$ cat config.mk
export PLATFORM = sky130hd
export DESIGN_NAME = mac_tx_hd
export DESIGN_NICKNAME = d
export VERILOG_FILES = /design/src/rtl/mac_tx_pkg.sv /design/src/rtl/mac_tx_lfsr.sv /design/src/rtl/mac_tx_backoff.sv /design/src/rtl/mac_tx_dibit_sel.sv /design/src/rtl/mac_tx_hd.sv
export SDC_FILE = /design/constraint.sdc
export NUM_CORES = 1
export LEC_CHECK = 0
export BUFFER_PORTS_ARGS = -buffer_cell sky130_fd_sc_hd__buf_2
export CORE_UTILIZATION = 45
export CTS_CLUSTER_DIAMETER = 80
export DETAILED_ROUTE_END_ITERATION = 10
export MAX_ROUTING_LAYER = met4
export PLACE_DENSITY = 0.73
export SLEW_MARGIN = 20
export SYNTH_ARGS = -nofsm -noshare
export SYNTH_HDL_FRONTEND = slang
export SYNTH_SLANG_ARGS = --single-unit
$ cat constraint.sdc
create_clock -name clk_i -period 2.7 [get_ports clk_i]
set_input_delay 0.54 -clock clk_i [delete_from_list [all_inputs] [get_ports clk_i]]
set_output_delay 0.54 -clock clk_i [all_outputs]
set_load 0.05 [all_outputs]
$ cat src/rtl/mac_tx_pkg.sv
package mac_tx_pkg;
  typedef enum logic [2:0] {
    S_IDLE,
    S_IFG,
    S_PRE,
    S_DATA,
    S_JAM,
    S_BACKOFF
  } state_e;

  localparam int          PRE_DIBITS = 32;
  localparam logic [1:0]  PRE_DIBIT  = 2'b01;
  localparam logic [1:0]  SFD_DIBIT  = 2'b11;
  localparam logic [1:0]  JAM_DIBIT  = 2'b01;
endpackage

$ cat src/rtl/mac_tx_lfsr.sv
module mac_tx_lfsr #(
  parameter int          W     = 16,
  parameter int          OUT_W = 10,
  parameter logic [15:0] TAPS  = 16'hB400,
  parameter logic [15:0] SEED  = 16'hACE1
) (
  input  logic             clk_i,
  input  logic             rst_ni,
  output logic [OUT_W-1:0] rnd_o
);
  logic [W-1:0] q;

  always_ff @(posedge clk_i or negedge rst_ni) begin
    if (!rst_ni) q <= SEED[W-1:0];
    else         q <= {1'b0, q[W-1:1]} ^ (q[0] ? TAPS[W-1:0] : '0);
  end

  assign rnd_o = q[OUT_W-1:0] ^ q[W-1 -: OUT_W];
endmodule

$ cat src/rtl/mac_tx_backoff.sv
module mac_tx_backoff #(
  parameter int SLOT_CYC = 256,
  parameter int LIMIT    = 10,
  parameter int ATT_W    = 5
) (
  input  logic             clk_i,
  input  logic             rst_ni,
  input  logic             load_i,
  input  logic             run_i,
  input  logic [ATT_W-1:0] coll_num_i,
  input  logic [LIMIT-1:0] rnd_i,
  output logic             expired_o
);
  localparam int             SUB_W    = (SLOT_CYC > 1) ? $clog2(SLOT_CYC) : 1;
  localparam logic [SUB_W-1:0] SUB_LAST = SUB_W'(SLOT_CYC - 1);

  logic [LIMIT-1:0] mask;
  logic [LIMIT-1:0] slots_q;
  logic [SUB_W-1:0] sub_q;

  // window = 2^min(n, LIMIT) - 1
  for (genvar g = 0; g < LIMIT; g++) begin : g_mask
    assign mask[g] = (32'(coll_num_i) > g);
  end

  always_ff @(posedge clk_i or negedge rst_ni) begin
    if (!rst_ni) begin
      slots_q <= '0;
      sub_q   <= '0;
    end else if (load_i) begin
      slots_q <= rnd_i & mask;
      sub_q   <= '0;
    end else if (run_i && slots_q != '0) begin
      if (sub_q == SUB_LAST) begin
        sub_q   <= '0;
        slots_q <= slots_q - 1'b1;
      end else begin
        sub_q <= sub_q + 1'b1;
      end
    end
  end

  assign expired_o = (slots_q == '0);

  assert_slot_step_R6: assert property (@(posedge clk_i) disable iff (!rst_ni)
    (run_i && !load_i && !expired_o && sub_q != SUB_LAST) |=> $stable(slots_q));
endmodule

$ cat src/rtl/mac_tx_dibit_sel.sv
module mac_tx_dibit_sel
  import mac_tx_pkg::*;
(
  input  state_e     st_i,
  input  logic       last_pre_i,
  input  logic [7:0] byte_i,
  input  logic [1:0] dib_i,
  output logic       txen_o,
  output logic [1:0] txd_o
);
  always_comb begin
    txen_o = 1'b0;
    txd_o  = 2'b00;
    unique case (st_i)
      S_PRE: begin
        txen_o = 1'b1;
        txd_o  = last_pre_i ? SFD_DIBIT : PRE_DIBIT;
      end
      S_DATA: begin
        txen_o = 1'b1;
        txd_o  = byte_i[{dib_i, 1'b0} +: 2];
      end
      S_JAM: begin
        txen_o = 1'b1;
        txd_o  = JAM_DIBIT;
      end
      default: ;
    endcase
  end
endmodule

$ cat src/rtl/mac_tx_hd.sv
module mac_tx_hd
  import mac_tx_pkg::*;
#(
  parameter int          LEN_W        = 11,
  parameter int          SLOT_CYC     = 256,
  parameter int          IFG_CYC      = 48,
  parameter int          JAM_CYC      = 16,
  parameter int          LATE_DIBITS  = 256,
  parameter int          BO_LIMIT     = 10,
  parameter int          MAX_ATTEMPTS = 16,
  parameter logic [15:0] LFSR_SEED    = 16'hACE1
) (
  input  logic             clk_i,
  input  logic             rst_ni,
  input  logic             full_duplex_i,
  input  logic             crs_i,
  input  logic             col_i,
  input  logic             frame_valid_i,
  input  logic [LEN_W-1:0] frame_len_i,
  output logic [LEN_W-1:0] rd_addr_o,
  input  logic [7:0]       rd_data_i,
  output logic             txen_o,
  output logic [1:0]       txd_o,
  output logic             done_o,
  output logic             done_ok_o
);
  localparam int CMAX_A = (IFG_CYC > JAM_CYC) ? IFG_CYC : JAM_CYC;
  localparam int CMAX   = (CMAX_A > PRE_DIBITS) ? CMAX_A : PRE_DIBITS;
  localparam int CNT_W  = $clog2(CMAX) + 1;
  localparam int ATT_W  = $clog2(MAX_ATTEMPTS + 1);
  localparam int SENT_W = LEN_W + 3;

  localparam logic [CNT_W-1:0]  IFG_LAST = CNT_W'(IFG_CYC - 1);
  localparam logic [CNT_W-1:0]  PRE_LAST = CNT_W'(PRE_DIBITS - 1);
  localparam logic [CNT_W-1:0]  JAM_LAST = CNT_W'(JAM_CYC - 1);
  localparam logic [ATT_W-1:0]  ATT_LAST = ATT_W'(MAX_ATTEMPTS - 1);
  localparam logic [SENT_W-1:0] LATE_V   = SENT_W'(LATE_DIBITS);

  state_e            st_q;
  logic [CNT_W-1:0]  cnt_q;
  logic [LEN_W-1:0]  pos_q;
  logic [1:0]        dib_q;
  logic [SENT_W-1:0] sent_q;
  logic [ATT_W-1:0]  att_q;
  logic              late_q, done_q, ok_q;

  logic              coll, defer, jam_last, bo_load, bo_expired;
  logic [BO_LIMIT-1:0] rnd;

  assign coll     = col_i & ~full_duplex_i;
  assign defer    = crs_i & ~full_duplex_i;
  assign jam_last = (st_q == S_JAM) && (cnt_q == JAM_LAST);
  assign bo_load  = jam_last && !late_q && (att_q != ATT_LAST);

  mac_tx_lfsr #(
    .W     (16),
    .OUT_W (BO_LIMIT),
    .SEED  (LFSR_SEED)
  ) u_lfsr (
    .clk_i  (clk_i),
    .rst_ni (rst_ni),
    .rnd_o  (rnd)
  );

  mac_tx_backoff #(
    .SLOT_CYC (SLOT_CYC),
    .LIMIT    (BO_LIMIT),
    .ATT_W    (ATT_W)
  ) u_backoff (
    .clk_i      (clk_i),
    .rst_ni     (rst_ni),
    .load_i     (bo_load),
    .run_i      (st_q == S_BACKOFF),
    .coll_num_i (att_q + 1'b1),
    .rnd_i      (rnd),
    .expired_o  (bo_expired)
  );

  mac_tx_dibit_sel u_sel (
    .st_i       (st_q),
    .last_pre_i (cnt_q == PRE_LAST),
    .byte_i     (rd_data_i),
    .dib_i      (dib_q),
    .txen_o     (txen_o),
    .txd_o      (txd_o)
  );

  always_ff @(posedge clk_i or negedge rst_ni) begin
    if (!rst_ni) begin
      st_q   <= S_IDLE;
      cnt_q  <= '0;
      pos_q  <= '0;
      dib_q  <= '0;
      sent_q <= '0;
      att_q  <= '0;
      late_q <= 1'b0;
      done_q <= 1'b0;
      ok_q   <= 1'b0;
    end else begin
      done_q <= 1'b0;
      unique case (st_q)
        S_IDLE: if (frame_valid_i) begin
          st_q  <= S_IFG;
          cnt_q <= '0;
          att_q <= '0;
        end
        S_IFG: begin
          if (defer) cnt_q <= '0;
          else if (cnt_q == IFG_LAST) begin
            st_q   <= S_PRE;
            cnt_q  <= '0;
            sent_q <= '0;
          end else cnt_q <= cnt_q + 1'b1;
        end
        S_PRE, S_DATA: begin
          sent_q <= sent_q + 1'b1;
          if (coll) begin
            st_q   <= S_JAM;
            cnt_q  <= '0;
            late_q <= (sent_q >= LATE_V);
          end else if (st_q == S_PRE) begin
            if (cnt_q == PRE_LAST) begin
              st_q  <= S_DATA;
              pos_q <= '0;
              dib_q <= '0;
            end else cnt_q <= cnt_q + 1'b1;
          end else begin
            dib_q <= dib_q + 1'b1;
            if (dib_q == 2'd3) begin
              if (pos_q == frame_len_i - 1'b1) begin
                st_q   <= S_IDLE;
                done_q <= 1'b1;
                ok_q   <= 1'b1;
              end else pos_q <= pos_q + 1'b1;
            end
          end
        end
        S_JAM: begin
          if (cnt_q == JAM_LAST) begin
            if (late_q || att_q == ATT_LAST) begin
              st_q   <= S_IDLE;
              done_q <= 1'b1;
              ok_q   <= 1'b0;
            end else begin
              st_q  <= S_BACKOFF;
              att_q <= att_q + 1'b1;
            end
          end else cnt_q <= cnt_q + 1'b1;
        end
        S_BACKOFF: if (bo_expired) begin
          st_q  <= S_IFG;
          cnt_q <= '0;
        end
        default: st_q <= S_IDLE;
      endcase
    end
  end

  assign rd_addr_o = pos_q;
  assign done_o    = done_q;
  assign done_ok_o = ok_q;

  assert_txd_idle_R3: assert property (@(posedge clk_i) disable iff (!rst_ni)
    !txen_o |-> txd_o == 2'b00);

  assert_txen_fall_R2: assert property (@(posedge clk_i) disable iff (!rst_ni)
    $fell(txen_o) |-> ($past(st_q) == S_DATA || $past(st_q) == S_JAM));

  assert_fd_no_jam_R9: assert property (@(posedge clk_i) disable iff (!rst_ni)
    (full_duplex_i && st_q != S_JAM) |=> st_q != S_JAM);

  assert_late_drop_R7: assert property (@(posedge clk_i) disable iff (!rst_ni)
    (jam_last && late_q) |=> (done_o && !done_ok_o && !txen_o));

  assert_release_clean_R10: assert property (@(posedge clk_i) disable iff (!rst_ni)
    (done_o && done_ok_o) |-> $past(st_q) == S_DATA);

  assert_attempt_cap_R8: assert property (@(posedge clk_i) disable iff (!rst_ni)
    att_q <= ATT_LAST);
endmodule

==> results.py, run 1 <==
metrics = {
    "clock_tree": {
        "post_cts.repair.setup_buffers": 0,
        "hold_buffers": 0,
        "root_buffer": "clkbuf_8",
        "cts_buffers": 9,
        "clkTransAtPathRegs_ps": 100,
        "cts-resized-gates": 0,
        "h-tree-depth": 3,
        "tritoncts": "yes",
        "clk_latency_ps": 370,
        "clock-sinks": 79,
        "clockBufferDepth": 2,
    },
    "route": {
        "drtIter0Drc": 126,
        "drtAntennaViolNets": 0,
        "post_drt_via_cell_ratio": 5.52,
        "drc": 0,
        "vias": 3766,
        "dr.pass1.iters": 4,
        "wl_per_cell_um": 14.2,
        "wirelength_um": 9670,
    },
    "sta": {
        "hold_violations": 0,
        "rsz0062_at_grt": "no",
        "fin_tns_setup_ps": 0,
        "fmax_mhz": 394,
        "finClkSkew_ps": 15.9,
        "finalCritPeriodShare": 0.939,
        "drv_slew": 0,
        "tightest_slew_ps": 597,
        "finalSetupViolCount": 0,
        "slew_headroom": 0.602,
        "min_period_ps": 2540,
    },
    "worst_setup_path": {
        "critPathCaptureType": "primary output",
        "path_delay_family": "simple AND/OR/NAND/NOR gates",
        "path_buf_inv": 1,
        "cp.arrival_ps": 2000,
        "startpoint_type": "flip-flop",
        "max_stage_delay_ps": 390,
        "crit_fanout": 4,
        "crit_path_frequent_cell": "nor2_1",
        "timing.rr.start": "cnt_q[0]",
        "criticalPathCategory": "reg2out",
        "crit_path_start": "cnt_q[0]",
        "required_ps": 2160,
        "worst_path_max_delay_cell": "dfrtp_1",
        "worstPathCellList": "ha_1, nand4b_1, nor2_1, nand2_1, nor2_1, a21oi_1, nor2_1, buf_2",
        "ff2ff_setup_slack_ps": 230,
    },
    "synthesis": {
        "synthesis.instances": 494,
        "synth_area_mm2": 0.00459,
        "synth-seq-cells": 79,
        "synth.avg_cell_area_um2": 9.29,
        "async_flop_share": 1.00,
        "ys_seq_area_frac": 0.433,
        "synth_edf_count": 0,
        "synthFlopType": "dfrtp_1",
        "netlist-cell-type-count": 62,
        "yosysWarnings": 0,
        "syn_nets": 533,
    },
    "global_routing": {
        "met2_usage": 0.330,
        "gr-total-overflow": 0,
        "grtUsageMet3": 0.0536,
        "grtUsageTotal": 0.208,
        "grt_pass1_wl_um": 16500,
        "met1_usage": 0.259,
        "first_global_vias": 3648,
        "antenna_found_initial": 0,
        "grt_start_max_net_pins": 46,
        "top_usage_layer": "met2",
    },
    "finish": {
        "final_cell_mix": "dfrtp_1 (71), nor2_1 (48), nand2_1 (44)",
        "layout-drive-gt1-share": 0.171,
        "final_common_cell": "dfrtp_1",
        "fillers": 917,
        "antenna_cells": 0,
        "nets": 583,
        "fin_area_mm2": 0.00519,
        "area_growth_pct": 13.1,
    },
    "floorplanning": {
        "core_area_mm2": 0.00982,
        "die_h_um": 103,
        "fp.dieW_um": 103,
        "placementRows": 36,
        "initial_core_util": 0.467,
        "die_area_mm2": 0.0106,
        "pin_count": 41,
    },
    "pwr": {
        "p_int_mw": 2.03,
        "swShare": 0.389,
        "p_comb_frac": 0.297,
        "peakVddDrop_mv": 0.232,
        "p_per_area_mw_per_mm2": 640,
        "switchingPower_mw": 1.29,
        "seq_power_share": 0.439,
        "clock_power_share": 0.264,
        "p_leak_nw": 2.39,
    },
    "place": {
        "gp_congestion": 0.916,
        "placed_cell_area_mm2": 0.00499,
        "dp_hpwl_um": 7090,
        "portBuffers": 40,
    },
    "hold_path": {
        "min_path_type": "in2async",
    },
    "status": {
        "status": "finished clean",
    },
    "run": {
        "cap_violations": 0,
    },
}
## worst reg2reg max path, cell delays in order (launching register included)
cell and delay (ps):
dfrtp_1 390, ha_1 230, nand4b_1 170, buf_4 190, nor4_1 380, o2111a_1 350
and3_1 290, nand3_1 120, xor2_1 170, nor2_1 50
## power by group through the flow
stage,Combinational (mW),Clock (mW),Sequential [mW]
6_report,0.988,0.876,1.46
5_1_grt,1.12,0.952,1.48
3_3_place_gp,0.957,0,1.47
4_1_cts,0.992,0.897,1.46
3_5_place_dp,0.988,0,1.48
2_1_floorplan,0.709,0,1.46
## cell type report
cell class	count	area (um^2)	area share
Clock buffer	9	124	0.0239
Clock inverter	7	77.6	0.0149
Inverter	24	90.1	0.0174
Multi-Input combinational cell	377	2440	0.471
Sequential cell	79	1990	0.383
Tap cell	133	166	0.0321
Timing Repair Buffer	53	300	0.0579
## path summary, 6_finish.rpt
kind                                       to  depth (start not counted)
min in group clk_i                u_lfsr.q[6]                          0
max in group asynchronous        u_lfsr.q[15]                          2
hold reg to reg                   u_lfsr.q[6]                          0
setup reg to reg                    sent_q[9]                          9
setup / recovery                     txd_o[1]                          8
hold / removal             u_backoff.sub_q[2]                          1
## state kept, by name, indices dropped and copies added (netlist names)
name	count
dib_q	2
rd_addr_o	11
done_o	1
cnt_q	7
u_backoff.slots_q	10
sent_q	14
done_ok_o	1
st_q	3
att_q	5
late_q	1
u_backoff.sub_q	8
u_lfsr.q	16
## synthesized netlist by cell type, types with 3 or more instances
library cell | count | share of area
nor2_1 | 48 | 0.039
nor2b_1 | 10 | 0.014
nor3b_1 | 3 | 0.0049
or4_1 | 6 | 0.0098
a22o_1 | 5 | 0.0095
nor4_2 | 3 | 0.0082
xnor2_1 | 22 | 0.042
nand3b_1 | 3 | 0.0049
clkbuf_1 | 10 | 0.0082
o21ai_0 | 31 | 0.034
ha_1 | 14 | 0.038
nand2_1 | 44 | 0.036
a31oi_1 | 3 | 0.0041
a21oi_1 | 31 | 0.034
nor3_1 | 9 | 0.0098
nand4_1 | 14 | 0.019
o21ai_1 | 6 | 0.0065
nand3_1 | 16 | 0.017
inv_1 | 24 | 0.020
and3_1 | 13 | 0.018
dfstp_2 | 8 | 0.046
or3_1 | 9 | 0.012
o211ai_1 | 3 | 0.0049
nand2b_1 | 5 | 0.0068
o31ai_1 | 3 | 0.0049
xor2_1 | 31 | 0.059
nor4_1 | 5 | 0.0068
dfrtp_1 | 71 | 0.39
## routing by layer
layer | vias up | wire, um
met4 | 0 | 153
met1 | 1831 | 4590
met3 | 14 | 342
met5 | - | 0
li1 | 1854 | -
met2 | 67 | 4580
## through the flow
stage	setup slack (ps)	cells	total power [mW]	hold WS (ps)	utilization
detailed placement	-79.1	666	2.47	383	0.508
finish	165	682	3.32	162	0.529
CTS	160	682	3.35	179	0.529
global route	32.2	682	3.55	186	0.529
floorplan	315	494	2.17	244	-
global placement	89.0	666	2.43	378	0.508
## cell families after synthesis
family,after synthesis,synth area share
AND/OR/NAND/NOR,202,0.232
XOR/XNOR,53,0.101
AO/OA/AOI/OAI,102,0.142
buffers and inverters,38,0.0344
multiplexers,6,0.0194
flip-flops,79,0.433
adder cells (fa/ha/maj),14,0.0382
(Power assumes the default switching activity.)
==> inputs of run 2 (changes only) <==
--- a/config.mk
+++ b/config.mk
@@ -6,10 +6,11 @@
 export NUM_CORES = 1
 export LEC_CHECK = 0
-export BUFFER_PORTS_ARGS = -buffer_cell sky130_fd_sc_hd__buf_2
+export CORE_ASPECT_RATIO = 0.9
 export CORE_UTILIZATION = 45
 export CTS_CLUSTER_DIAMETER = 80
 export DETAILED_ROUTE_END_ITERATION = 10
+export DONT_BUFFER_PORTS = 1
 export MAX_ROUTING_LAYER = met4
-export PLACE_DENSITY = 0.73
+export PLACE_DENSITY = 0.7
 export SLEW_MARGIN = 20
 export SYNTH_ARGS = -nofsm -noshare
==> constraint.sdc (replaced) <==
create_clock -name clk_i -period 2.7 [get_ports clk_i]
set_input_delay 0.54 -clock clk_i [delete_from_list [all_inputs] [get_ports clk_i]]
set_output_delay 0.54 -clock clk_i [all_outputs]
set_load 0.1 [all_outputs]
==> results.py, run 2 (synthesized netlist as in run 1, its figures left out) <==
metrics = {
    "clock_tree": {
        "root_buffer": "clkbuf_16",
        "tritoncts": "yes",
        "clk_latency_ps": 340,
        "cts_buffers": 9,
        "h-tree-depth": 3,
        "clock-sinks": 79,
        "post_cts.repair.setup_buffers": 0,
        "clockBufferDepth": 2,
        "clkTransAtPathRegs_ps": 60,
    },
    "worst_setup_path": {
        "worst_path_max_delay_cell": "dfrtp_1",
        "cp.arrival_ps": 1990,
        "startpoint_type": "flip-flop",
        "path_delay_family": "simple AND/OR/NAND/NOR gates",
        "crit_path_frequent_cell": "nor2_1",
        "required_ps": 2160,
        "worstPathCellList": "ha_1, nand4b_1, nor2_1, nand2_1, nor2_1, a21oi_1, nor2_2, buf_6",
        "r2r_cells": 8,
        "criticalPathCategory": "reg2out",
        "crit_path_end": "txd_o[1]",
        "crit_path_start": "cnt_q[0]",
        "path_buf_inv": 1,
        "critPathCaptureType": "primary output",
        "crit_fanout": 5,
        "r2r-end": "sent_q[7]",
        "max_stage_delay_ps": 380,
        "crit_cells": 8,
        "timing.rr.start": "cnt_q[0]",
        "ff2ff_setup_slack_ps": 270,
    },
    "hold_path": {
        "min_path_type": "in2async",
    },
    "sta": {
        "rsz0062_at_grt": "no",
        "slew_headroom": 0.398,
        "fin_tns_setup_ps": 0,
        "fmax_mhz": 395,
        "min_period_ps": 2530,
        "tightest_slew_ps": 903,
        "finalCritPeriodShare": 0.939,
        "drv_slew": 0,
        "timing.hold.ws_ps": 47.1,
        "finClkSkew_ps": 8.54,
        "hold_violations": 0,
        "finalSetupViolCount": 0,
    },
    "run": {
        "cap_violations": 0,
    },
    "finish": {
        "antenna_cells": 0,
        "fin_area_mm2": 0.00524,
        "layout-drive-gt1-share": 0.129,
        "area_growth_pct": 14.2,
        "final_cell_mix": "dfrtp_1 (71), nor2_1 (47), nand2_1 (44)",
        "top_register": "u_lfsr.q",
        "fin_util": 0.536,
        "largest_reg_flops": 16,
        "final_common_cell": "dfrtp_1",
        "nets": 555,
    },
    "route": {
        "vias": 3685,
        "wirelength_um": 9940,
        "drtIter0Drc": 223,
        "post_drt_via_cell_ratio": 5.70,
        "drtAntennaViolNets": 0,
        "dr.pass1.iters": 4,
        "drc": 0,
        "wl_per_cell_um": 15.4,
    },
    "floorplanning": {
        "die_h_um": 97.8,
        "initial_core_util": 0.469,
        "die_area_mm2": 0.0106,
        "placementRows": 34,
        "fp.dieW_um": 108,
        "core_area_mm2": 0.00978,
        "pin_count": 41,
    },
    "place": {
        "placed_cell_area_mm2": 0.00488,
        "dp_hpwl_um": 7010,
        "gp_congestion": 0.922,
        "portBuffers": 0,
    },
    "global_routing": {
        "grtUsageTotal": 0.205,
        "grt_pass1_wl_um": 16400,
        "first_global_vias": 3582,
        "gr-total-overflow": 0,
        "grt_start_max_net_pins": 72,
        "antenna_found_initial": 0,
    },
    "pwr": {
        "clock_power_share": 0.344,
        "seq_power_share": 0.368,
        "swShare": 0.347,
        "p_per_area_mw_per_mm2": 753,
        "p_int_mw": 2.58,
        "peakVddDrop_mv": 0.532,
        "p_comb_frac": 0.288,
        "switchingPower_mw": 1.37,
        "p_leak_nw": 2.36,
    },
    "status": {
        "status": "finished clean",
    },
}
run 2: cell types whose count changed in the layout (fill, tap and decap cells not counted), sizes merged:
cell,change
buf,-28
bufinv,+2
clkbuf,+4
clkinv,-2
clkinvlp,-1
inv,-3
run 2: per-layer routing:
layer	routed length, um	GRT usage	up-vias
li1	-	-	1796
met1	4660	0.266	1785
met2	4650	0.313	91
met3	465	0.0494	13
met4	155	0.0738	0
met5	0	-	-
run 2: timing repair:
action | 4_1_cts | 5_1_grt
setup endpoints to repair | 0 | 1
gates resized for setup | 0 | 1
endpoints found under the hold margin | 71 | 0
hold buffers | 1 | 0
run 2: cell type report:
| cell class | count | area [um^2] |
|---|---|---|
| clock buffer | 13 | 270 |
| clock inverter | 3 | 65.1 |
| sequential | 79 | 1990 |
| inverter | 24 | 90.1 |
| multi-input combinational | 377 | 2450 |
| tap | 126 | 158 |
| timing repair buffer | 25 | 224 |
| fill | 855 | 4540 |
run 2: through the flow:
step	std cells	total power [mW]	worst slack, ps
floorplan	494	2.28	3.74
global placement	630	2.53	218
detailed placement	630	2.57	123
CTS	647	3.96	122
global route	647	4.15	32.1
finish	647	3.95	166
run 2: how the worst min path moves through the flow:
stage / slack (ps) / start / depth (start not counted) / endpoint
after floorplan: 240 / rst_ni / 0 / att_q[0]
after global placement: 250 / rst_ni / 0 / sent_q[7]
after detailed placement: 250 / rst_ni / 0 / sent_q[7]
after CTS: 30 / rst_ni / 0 / u_lfsr.q[6]
after global routing: 30 / rst_ni / 0 / u_lfsr.q[6]
final: 50 / rst_ni / 0 / u_lfsr.q[6]
run 2: power by group through the flow:
stage | logic [mW] | clock network (mW) | registers, mW
4_1_cts | 1.13 | 1.38 | 1.45
3_3_place_gp | 1.07 | 0 | 1.46
2_1_floorplan | 0.769 | 0 | 1.51
6_report | 1.14 | 1.36 | 1.45
5_1_grt | 1.25 | 1.43 | 1.47
3_5_place_dp | 1.09 | 0 | 1.47
